**src/rtl/isc_pkg.sv**
```systemverilog
package isc_pkg;
    localparam int WORD_BITS = 32;

    typedef enum logic [1:0] {
        RGN_STAT  = 2'd0,
        RGN_MASK0 = 2'd1,
        RGN_MASK1 = 2'd2,
        RGN_NONE  = 2'd3
    } isc_region_e;

    // Bit offset of register word w inside a source vector of 'words' words.
    function automatic int word_base(input int w, input int words);
        return (w ^ (words - 1)) * WORD_BITS;
    endfunction
endpackage

```
**src/rtl/isc_status_mux.sv**
```systemverilog
module isc_status_mux #(
    parameter int NUM_SRC = 64,
    parameter int EXT_LO  = 40,
    parameter int EXT_CNT = 6
) (
    input  logic [NUM_SRC-1:0] src_i,
    input  logic [EXT_CNT-1:0] ext_i,
    output logic [NUM_SRC-1:0] stat_o
);
    localparam int EXT_HI = EXT_LO + EXT_CNT - 1;

    for (genvar n = 0; n < NUM_SRC; n++) begin : g_bit
        if (n >= EXT_LO && n <= EXT_HI) begin : g_ext
            assign stat_o[n] = ext_i[n - EXT_LO];
        end else begin : g_int
            assign stat_o[n] = src_i[n];
        end
    end

    logic unused_shadowed;
    assign unused_shadowed = &{1'b0, src_i[EXT_LO +: EXT_CNT]};
endmodule

```
**src/rtl/isc_mask_bank.sv**
```systemverilog
module isc_mask_bank
    import isc_pkg::*;
#(
    parameter int NUM_SRC = 64,
    parameter int WSEL_W  = 1
) (
    input  logic               clk,
    input  logic               rst_n,
    input  logic               we_i,
    input  logic [WSEL_W-1:0]  wsel_i,
    input  logic [31:0]        wdata_i,
    output logic [NUM_SRC-1:0] mask_o
);
    localparam int WORDS = NUM_SRC / WORD_BITS;

    for (genvar w = 0; w < WORDS; w++) begin : g_word
        localparam int BASE = word_base(w, WORDS);
        logic [31:0] word_q;

        always_ff @(posedge clk or negedge rst_n) begin
            if (!rst_n) begin
                word_q <= '0;
            end else if (we_i && wsel_i == WSEL_W'(w)) begin
                word_q <= wdata_i;
            end
        end

        assign mask_o[BASE +: WORD_BITS] = word_q;
    end
endmodule

```
**src/rtl/isc_req_gen.sv**
```systemverilog
module isc_req_gen #(
    parameter int NUM_SRC = 64
) (
    input  logic               clk,
    input  logic               rst_n,
    input  logic [NUM_SRC-1:0] stat_i,
    input  logic [NUM_SRC-1:0] mask_i,
    output logic               req_o
);
    always_ff @(posedge clk or negedge rst_n) begin
        if (!rst_n) begin
            req_o <= 1'b0;
        end else begin
            req_o <= |(stat_i & mask_i);
        end
    end
endmodule

```
**src/rtl/isc_dual_ctrl.sv**
```systemverilog
module isc_dual_ctrl
    import isc_pkg::*;
#(
    parameter int NUM_SRC = 64,
    parameter int EXT_LO  = 40,
    parameter int EXT_CNT = 6,
    parameter int AW      = 8
) (
    input  logic               clk,
    input  logic               rst_n,
    input  logic [NUM_SRC-1:0] src_i,
    input  logic [EXT_CNT-1:0] ext_i,
    input  logic               bus_wr_i,
    input  logic [AW-1:0]      bus_addr_i,
    input  logic [31:0]        bus_wdata_i,
    output logic [31:0]        bus_rdata_o,
    output logic [1:0]         irq_o
);
    localparam int WORDS  = NUM_SRC / WORD_BITS;
    localparam int WSEL_W = (WORDS > 1) ? $clog2(WORDS) : 1;

    logic [NUM_SRC-1:0] stat_vec;
    logic [NUM_SRC-1:0] mask_q [2];
    logic [NUM_SRC-1:0] mask_c0;
    logic [NUM_SRC-1:0] mask_c1;
    isc_region_e        rgn;
    logic [WSEL_W-1:0]  wsel;
    int                 widx;
    int                 rbase;

    isc_status_mux #(
        .NUM_SRC (NUM_SRC),
        .EXT_LO  (EXT_LO),
        .EXT_CNT (EXT_CNT)
    ) u_stat (
        .src_i  (src_i),
        .ext_i  (ext_i),
        .stat_o (stat_vec)
    );

    // Address decode: status group, then bank 0, then bank 1.
    always_comb begin
        widx = int'(bus_addr_i[AW-1:2]);
        wsel = '0;
        if (widx < WORDS) begin
            rgn  = RGN_STAT;
            wsel = WSEL_W'(widx);
        end else if (widx < 2 * WORDS) begin
            rgn  = RGN_MASK0;
            wsel = WSEL_W'(widx - WORDS);
        end else if (widx < 3 * WORDS) begin
            rgn  = RGN_MASK1;
            wsel = WSEL_W'(widx - 2 * WORDS);
        end else begin
            rgn  = RGN_NONE;
        end
    end

    for (genvar c = 0; c < 2; c++) begin : g_cpu
        localparam isc_region_e MY_RGN = (c == 0) ? RGN_MASK0 : RGN_MASK1;

        isc_mask_bank #(
            .NUM_SRC (NUM_SRC),
            .WSEL_W  (WSEL_W)
        ) u_bank (
            .clk     (clk),
            .rst_n   (rst_n),
            .we_i    (bus_wr_i && rgn == MY_RGN),
            .wsel_i  (wsel),
            .wdata_i (bus_wdata_i),
            .mask_o  (mask_q[c])
        );

        isc_req_gen #(
            .NUM_SRC (NUM_SRC)
        ) u_req (
            .clk    (clk),
            .rst_n  (rst_n),
            .stat_i (stat_vec),
            .mask_i (mask_q[c]),
            .req_o  (irq_o[c])
        );
    end

    assign mask_c0 = mask_q[0];
    assign mask_c1 = mask_q[1];

    always_comb begin
        rbase = word_base(int'(wsel), WORDS);
        unique case (rgn)
            RGN_STAT:  bus_rdata_o = stat_vec[rbase +: WORD_BITS];
            RGN_MASK0: bus_rdata_o = mask_c0[rbase +: WORD_BITS];
            RGN_MASK1: bus_rdata_o = mask_c1[rbase +: WORD_BITS];
            default:   bus_rdata_o = '0;
        endcase
    end

    logic unused_lsb;
    assign unused_lsb = &{1'b0, bus_addr_i[1:0]};
endmodule

```
**config.mk**
```make
export PLATFORM = sky130hd
export DESIGN_NAME = isc_dual_ctrl
export DESIGN_NICKNAME = d
export VERILOG_FILES = /design/src/rtl/isc_pkg.sv /design/src/rtl/isc_status_mux.sv /design/src/rtl/isc_mask_bank.sv /design/src/rtl/isc_req_gen.sv /design/src/rtl/isc_dual_ctrl.sv
export SDC_FILE = /design/constraint.sdc
export NUM_CORES = 1
export LEC_CHECK = 0
export CORE_ASPECT_RATIO = 1.25
export CORE_UTILIZATION = 40
export DETAILED_ROUTE_END_ITERATION = 8
export GPL_TIMING_DRIVEN = 1
export HOLD_SLACK_MARGIN = 0.05
export REMOVE_ABC_BUFFERS = 1
export SYNTH_ARGS = -nofsm -noshare
export SYNTH_HDL_FRONTEND = slang
export SYNTH_SLANG_ARGS = --single-unit
```
**constraint.sdc**
```tcl
create_clock -name clk -period 3.7 [get_ports clk]
set_input_delay 0.74 -clock clk [delete_from_list [all_inputs] [get_ports clk]]
set_output_delay 0.74 -clock clk [all_outputs]
set_load 0.05 [all_outputs]
```
---- Word-level counts from Yosys, hierarchy flattened ----
Cells that the tools add are included.
storage, ports and cells
  output and inout port bits .............. 34
  bits of input ports ..................... 113
  register bits after elaboration ......... 130
  logic and storage cells ................. 35
operators by class
  reductions and logical operators ........ 9
  shifts and indexed selects .............. 3
  $lt $le $gt $ge ......................... 3
  equality and inequality tests ........... 2
  mux-type cells .......................... 7
  bitwise gates (word level) .............. 3
  add/sub/neg operators ................... 2
operator list
  operator                                                              count
  64-bit by 7-bit variable part select with 32-bit output               3
  64-bit AND                                                            2
  64-bit OR reduction                                                   2
  32-bit case mux with 3 select lines                                   1
  6-bit by 3-bit < comparator with 1-bit output, second input constant  2
  1-bit logical AND                                                     6
  6-bit by 2-bit < comparator with 1-bit output, second input constant  1
  1-bit two-way mux                                                     4
  2-bit two-way mux                                                     2
  2-bit by 1-bit == test with 1-bit output, second input constant       1
  2-bit == test, second input constant                                  1
  2-bit logical NOT                                                     1
  1-bit subtractor, second input constant                               2
  1-bit inverter                                                        1

---- Logic depth before layout (Yosys ltp) ----
Gate-level depths: netlist of run 1.
  depth in word-level cells ............... 7
  depth in mapped cells ................... 7
  gate-level depth less buffers ........... 4

---- Hierarchy ----
From an unflattened synthesis of run 1, not the netlist that was laid out.
unflattened totals
  cell total of the unflattened synthesis .. 623
  area, all modules ....................... 7,795.0 um^2
modules (own cells, without submodules)
  module          area each (um^2)  cells an instance  sequential area each (um^2)  instances
  isc_mask_bank   2,426.1           137                1,601.5                      2
  isc_dual_ctrl   1,686.6           209                0.0                          1
  isc_req_gen     387.9             38                 25.0                         2
  isc_status_mux  480.5             64                 0.0                          1

---- Worst setup path after synthesis of run 1 ----
OpenSTA, ideal clock, no wires.
  path type ............................... input-to-output
  start ................................... input bus_addr_i[4]
  end ..................................... output bus_rdata_o[31]
  arrival ................................. 3.103 ns
  slack ................................... -0.143 ns
  path buffers ............................ 3
  stages on the path ...................... 6
  required time ........................... 2.960 ns
  cells stage by stage .................... clkbuf_1 > clkbuf_1 > clkbuf_1 > a21oi_1 > a21oi_1 > o41ai_1
between the ends
  longest elaborated chain between the ends .. 7
  elaborated cells on any way between the ends .. 17
  classes of those cells .................. order compare (3); eq/ne (2); shift (3); mux (7); bitwise (1); reduce/logical (1)
RTL lines
  element                                                                     line                                                           source
  start, declared                                                             isc_dual_ctrl.sv:14                                            input logic [AW-1:0] bus_addr_i,
  6-bit by 3-bit < comparator with 1-bit output                               isc_dual_ctrl.sv:51                                            end else if (widx < 3 * WORDS) begin
  1-bit two-way mux                                                           isc_dual_ctrl.sv:51
  1-bit two-way mux                                                           isc_dual_ctrl.sv:48                                            end else if (widx < 2 * WORDS) begin
  1-bit two-way mux                                                           isc_dual_ctrl.sv:45                                            if (widx < WORDS) begin
  1-bit inverter                                                              n/a
  64-bit by 7-bit variable part select with 32-bit output (on tied branches)  isc_dual_ctrl.sv:93, isc_dual_ctrl.sv:91, isc_dual_ctrl.sv:92
  32-bit case mux with 3 select lines *                                       isc_dual_ctrl.sv:90                                            unique case (rgn)
  end, declared                                                               isc_dual_ctrl.sv:16                                            output logic [31:0] bus_rdata_o,
Every way passes the cells marked *; elsewhere a longest branch is shown, timed or not.

---- Worst setup path in the final report of run 1 ----
  start ................................... input bus_addr_i[7]
  end ..................................... output bus_rdata_o[7]
The elaborated chain is that of the path after synthesis.

==> run_results.csv, run 1 <==
group,metric,value,unit
floorplanning,dieArea,18700,um2
place,place_inst,1017,
synth,ys_seq_area_share,44.79,%
global_route,grtUsageTotal,27.80,%
global_route,grt_max_degree,69,
outcome,outcome,"finished, final reports clean",
drt,wirelength,25460,um
place,place_ws,0.2823,ns
cts,cts-root-buf,"clkbuf_16",
pwr,p_per_area,424.7,nW/um2
cts,ctsHoldBuffers,0,
synth,syn-instance-count,689,
critical_path,worstSetupPathType,"input pin to output pin",
finish,num_antenna_cells,0,
timing,finalClockSkew,0.004717,ns
timing,grt_setup_unrepaired,"false",
timing,layout_setup_ws,0.2605,ns
timing,report.final.slew_viol_count,0,
critical_path,max_stage_delay,0.45,ns
finish,finalNonFillerCells,1048,
synth,ys_ff_latch,130,
critical_path,critPathLaunchType,"input pin",
timing,slew_headroom,55.93,%
drt,wl_per_cell,24.29,um
finish,utilization,55.59,%
synth,synth.area.top_cells,"dfrtp_1 45%, mux2_2 14%, mux2_1 5.9%, nor2b_1 4.7%, a21oi_1 3.9%",
cts,tritoncts,"built",
synth,synth_top_area_share,44.79,%
synth,synth_ff_type,"dfrtp_1",
finish,layout_commonest_cell,"dfrtp_1",
synth,ys_async_sr_fraction,100.0,%
global_route,first_global_vias,6505,
critical_path,crit_chain,"clkdlybuf4s50_1 -> or3_4 -> nor3_4 -> buf_12 -> a22oi_1 -> a31oi_1 -> buf_12",
synth,synth_area_leader_cell,"dfrtp_1",
pwr,p_leak,4.208,nW
cts,ctsResizeCount,0,
cts,post_cts_buffers,0,
synth,synth_edf_count,0,
critical_path,crit_path_frequent_cell,"buf_12",
place,place_congestion,0.8896,
cts,clk_pin_slew,0.05,ns
timing,hold_viol_final,0,
synth,syn_area_per_cell,10.54,um2
timing,fin_crit_sh,92.96,%
flow_run,max_cap_viol_count,0,
finish,fillerInstances,1519,
finish,nNetsFinal,925,
floorplanning,die_w,122.5,um
critical_path,cp_max_fo,23,
worst_hold_path,hp-class,"input pin to async pin",
timing,setup_viol,0,
drt,ant_nets,0,
critical_path,crit_arrival,2.70,ns
finish,drive_above_1_share,21.84,%
synth,yosys_warnings,0,
cts,h-tree-depth,4,
drt,drc,0,
global_route,grt_antenna_before_repair,0,
timing,fmaxAchievable,290.7,MHz
critical_path,worstSetupEndpointType,"output pin",
global_route,grt_pass1_wl,38290,um
place,numPortBuffers,138,
drt,via_count,6526,
drt,vias_per_cell,6.227,
critical_path,ff2ff_path_depth,4,
cts,clk_path_buf_depth,2,
timing,tns,0,ns
finish,syn_to_final_growth,34.97,%
floorplanning,die_h,152.7,um
floorplanning,io_pins,147,
cts,cts_buffers,17,
finish,layout_common_cells,"130 x dfrtp_1, 102 x clkdlybuf4s50_1, 90 x mux2_2",
synth,syn-cell-area,7263,um2
critical_path,cp_slowest_cell,"or3_4",
global_route,grt-ovfl-total,0,
pwr,ir_worst_vdd,0.2630,mV
synth,ys_types,36,
drt,drt_pass1_iterations,5,
floorplanning,core.rowCount,54,
floorplanning,core_area,17630,um2
floorplanning,floorplan.initialDensity,41.19,%
timing,final.min_clock_period,3.439,ns
cts,clk_latency,0.42,ns
critical_path,worstPathRequired,2.96,ns
drt,drt_iter0_markers,517,
cts,cts_sinks,130,
place,dp_hpwl,18160,um
timing,worst_slew_pin_slew,0.6526,ns
[stage by stage]
step,power (W),hold slack [ns],instance area [um2]
2_1_floorplan,0.002148,0.4444,6998
3_3_place_gp,0.002585,0.4930,9263
3_5_place_dp,0.002616,0.5063,9263
4_1_cts,0.004172,0.2784,9803
5_1_grt,0.004324,0.2854,9803
6_report,0.004164,0.2643,9803
[worst max-delay path: cells and delay by family]
| family | cells | cell delay (ns) |
|---|---|---|
| simple gates | 2 | 0.64 |
| buf+inv | 3 | 0.84 |
| compound gates | 2 | 0.46 |
[logic make-up after synthesis]
group           after synthesis  synth area share, %
compound gates              225                20.43
simple gates                143                10.97
mux                         128                19.84
buf+inv                      63                3.962
flops                       130                44.79
[cell type report]
class | instances | area [um2] | share of cell area [%]
Sequential cell | 130 | 3253 | 33.18
Clock buffer | 25 | 485.5 | 4.952
Inverter | 6 | 22.52 | 0.2297
Multi-Input combinational cell | 496 | 3737 | 38.12
Timing Repair Buffer | 161 | 1969 | 20.09
Clock inverter | 6 | 55.05 | 0.5616
Tap cell | 224 | 280.3 | 2.859
[where the power goes]
part	switching, W	leakage (nW)	internal [W]	total [W]
logic	0.000403	2.22	0.000421	0.000824
clock network	0.000595	0.271	0.000967	0.00156
registers	0.000166	1.72	0.00161	0.00178
[registers in the layout, summed over array words and instances (netlist names)]
name                        cells
g_cpu.u_req.req_o               2
g_cpu.u_bank.g_word.word_q    128
[synth_stat cells (2+ instances only)]
library cell,n
nand2_1,9
a22oi_1,30
nor3_1,30
nand2b_1,2
nand4_1,8
a21oi_1,57
a31oi_1,5
inv_1,6
nand3_1,25
buf_2,8
a22o_1,32
o21ai_0,57
nor2_1,7
a221oi_1,32
mux2_2,90
mux2_1,38
buf_6,3
dfrtp_1,130
o211ai_1,4
buf_4,5
or4_1,2
clkbuf_1,40
and3_1,2
o2bb2ai_1,2
nor2b_1,54
[final timing paths]
kind,from,to,slack [ns]
max,bus_addr_i[7],bus_rdata_o[7],0.26
min,rst_n,g_cpu[0].u_bank.g_word[0].word_q[30],0.26
max reg2reg,g_cpu[0].u_bank.g_word[0].word_q[12],g_cpu[0].u_req.req_o,1.76
min reg2reg,g_cpu[1].u_bank.g_word[1].word_q[19],g_cpu[1].u_bank.g_word[1].word_q[19],0.52
max in group asynchronous,rst_n,g_cpu[1].u_bank.g_word[0].word_q[1],2.64
min in group clk,g_cpu[1].u_bank.g_word[1].word_q[19],g_cpu[1].u_bank.g_word[1].word_q[19],0.52
[metal layers]
| layer | up-vias | part of all wire [%] | global-route usage [%] |
|---|---|---|---|
| li1 | 2872 | - | - |
| met1 | 3273 | 40 | 35.66 |
| met3 | 52 | 6.5 | 3.481 |
| met2 | 329 | 50 | 45.93 |
| met5 | - | 0 | 0 |
| met4 | 0 | 3.4 | 13.12 |
Power figures use the tool's default switching activity.
==> run 2: changes to the inputs <==
--- a/config.mk
+++ b/config.mk
@@ -11,4 +11,5 @@
 export GPL_TIMING_DRIVEN = 1
 export HOLD_SLACK_MARGIN = 0.05
+export PLACE_DENSITY_LB_ADDON = 0.1
 export REMOVE_ABC_BUFFERS = 1
 export SYNTH_ARGS = -nofsm -noshare
==> constraint.sdc (replaced) <==
create_clock -name clk -period 3.7 [get_ports clk]
set_input_delay 0.555 -clock clk [delete_from_list [all_inputs] [get_ports clk]]
set_output_delay 0.555 -clock clk [all_outputs]
set_load 0.05 [all_outputs]
==> run 2 against run 1 <==
- fmax grew 7.7%
- final cell count is essentially flat
- highest routed layer unchanged
- hold slack lost 0.083 ns
- global-route usage grew 0.24 points
- die area is the same
- power grew 0.88%
- core utilization shrank 0.28 points
==> run_results.csv, run 2 (same netlist as run 1, synthesis figures left out) <==
group,metric,value,unit
floorplanning,dieArea,18700,um2
flow_run,max_cap_viol_count,0,
drt,via_count,6526,
critical_path,crit_chain,"clkdlybuf4s50_1 -> or3_4 -> nor2_2 -> buf_4 -> a22oi_1 -> a21oi_1 -> buf_12",
floorplanning,die_h,152.7,um
drt,ant_nets,0,
finish,top_register,"g_cpu.u_bank.g_word.word_q",
cts,post_cts_buffers,0,
global_route,grtUsageTotal,28.04,%
finish,finalNonFillerCells,1047,
cts,ctsResizeCount,0,
pwr,p_per_area,430.6,nW/um2
timing,final.min_clock_period,3.193,ns
cts,clk_pin_slew,0.06,ns
drt,vias_per_cell,6.233,
place,numPortBuffers,138,
timing,layout_setup_ws,0.5071,ns
drt,wl_per_cell,24.32,um
timing,slew_headroom,50.55,%
worst_hold_path,hp-class,"input pin to async pin",
finish,largest_reg_flops,128,
timing,holdWs,0.1818,ns
cts,ctsHoldBuffers,0,
global_route,grt_pass1_wl,38550,um
floorplanning,die_w,122.5,um
drt,wirelength,25460,um
finish,nNetsFinal,922,
place,place_congestion,0.9010,
critical_path,worstSetupEndpointType,"output pin",
drt,drt_pass1_iterations,5,
finish,layout_commonest_cell,"dfrtp_1",
floorplanning,core.rowCount,54,
global_route,grt_max_degree,60,
drt,drc,0,
place,dp_hpwl,17940,um
critical_path,crit_arrival,2.64,ns
critical_path,max_stage_delay,0.45,ns
timing,report.final.slew_viol_count,0,
place,place_ws,0.4684,ns
finish,design_area,9754,um2
drt,drt_iter0_markers,576,
critical_path,cp_slowest_cell,"or3_4",
global_route,grt-ovfl-total,0,
cts,clk_path_buf_depth,2,
critical_path,cp_max_fo,22,
timing,hold_viol_final,0,
finish,drive_above_1_share,21.68,%
timing,grt_setup_unrepaired,"false",
timing,fmaxAchievable,313.2,MHz
finish,utilization,55.31,%
critical_path,critPathLaunchType,"input pin",
timing,finalClockSkew,0.005825,ns
place,place_inst,1014,
timing,fin_crit_sh,86.29,%
timing,worst_slew_pin_slew,0.7418,ns
floorplanning,floorplan.initialDensity,41.19,%
cts,clk_latency,0.41,ns
place,placed_area,9190,um2
pwr,p_leak,4.193,nW
cts,h-tree-depth,4,
timing,setup_viol,0,
cts,cts-root-buf,"clkbuf_16",
floorplanning,core_area,17630,um2
critical_path,r2r_slack,1.58,ns
finish,syn_to_final_growth,34.30,%
critical_path,worstSetupPathType,"input pin to output pin",
critical_path,cp.buffers_inverters,3,
outcome,outcome,"finished, final reports clean",
global_route,first_global_vias,6370,
cts,cts_sinks,130,
finish,layout_common_cells,"130 x dfrtp_1, 102 x clkdlybuf4s50_1, 90 x mux2_2",
finish,fillerInstances,1548,
critical_path,worstPathRequired,3.14,ns
floorplanning,io_pins,147,
pwr,ir_worst_vdd,0.2682,mV
cts,tritoncts,"built",
critical_path,critPathTopFamily,"buffers and inverters",
global_route,grt_antenna_before_repair,2,
finish,top_regs,"g_cpu.u_bank.g_word.word_q: 128 flops, g_cpu.u_req.req_o: 2 flops",
cts,cts_buffers,17,
## run 2: changes by cell type in the layout (fill, tap and decap cells not counted)
cell and change:
diode_2 +2, clkbuf_8 +2, clkbuf_1 -1, clkinv_2 -1, buf_4 +1, buf_12 -4
## run 2: worst reg2reg max path: stages (launching register included)
cell and delay [ns]:
dfrtp_1 0.40, a22o_1 0.23, a221oi_1 0.51, nand4_1 0.27
or4_1 0.58
## run 2: final timing paths
kind,start,cells after the start,endpoint
max reg2reg,g_cpu[0].u_bank.g_word[0].word_q[12],4,g_cpu[0].u_req.req_o
max,bus_addr_i[7],7,bus_rdata_o[10]
max in group asynchronous,rst_n,2,g_cpu[0].u_bank.g_word[1].word_q[17]
min,rst_n,1,g_cpu[0].u_bank.g_word[0].word_q[29]
min in group clk,g_cpu[1].u_bank.g_word[1].word_q[26],1,g_cpu[1].u_bank.g_word[1].word_q[26]
min reg2reg,g_cpu[1].u_bank.g_word[1].word_q[26],1,g_cpu[1].u_bank.g_word[1].word_q[26]
## run 2: area by class of cell
type | instances | area (um2) | area share (%)
sequential | 130 | 3253 | 33.35
tap | 224 | 280.3 | 2.873
clock buffer | 26 | 509.2 | 5.221
timing repair buffer | 158 | 1897 | 19.45
clock inverter | 5 | 50.05 | 0.5131
antenna | 2 | 5.005 | 0.05131
inverter | 6 | 22.52 | 0.2309
multi-input combinational | 496 | 3737 | 38.31
## run 2: power by group
| part | internal, W | total [W] | switching (W) |
|---|---|---|---|
| clock | 0.00101 | 0.00161 | 0.000604 |
| combinational | 0.000415 | 0.000817 | 0.000402 |
| sequential | 0.00161 | 0.00177 | 0.000163 |
| total | 0.00303 | 0.00420 | 0.00117 |
## run 2: per-layer routing
| metal | track usage (%) | vias up | wire, um |
|---|---|---|---|
| met5 | 0 | - | 0 |
| met4 | 12.31 | 0 | 871 |
| met3 | 5.651 | 54 | 1765 |
| met2 | 45.35 | 319 | 12560 |
| met1 | 35.85 | 3286 | 10270 |
| li1 | - | 2867 | - |
## run 2: metrics by stage
| step | setup TNS (ns) | total power, W |
|---|---|---|
| 3_3_place_gp | 0 | 0.002582 |
| 3_5_place_dp | 0 | 0.002607 |
| 4_1_cts | 0 | 0.004213 |
| 2_1_floorplan | -30.09 | 0.002148 |
| 5_1_grt | 0 | 0.004362 |
| 6_report | 0 | 0.004200 |
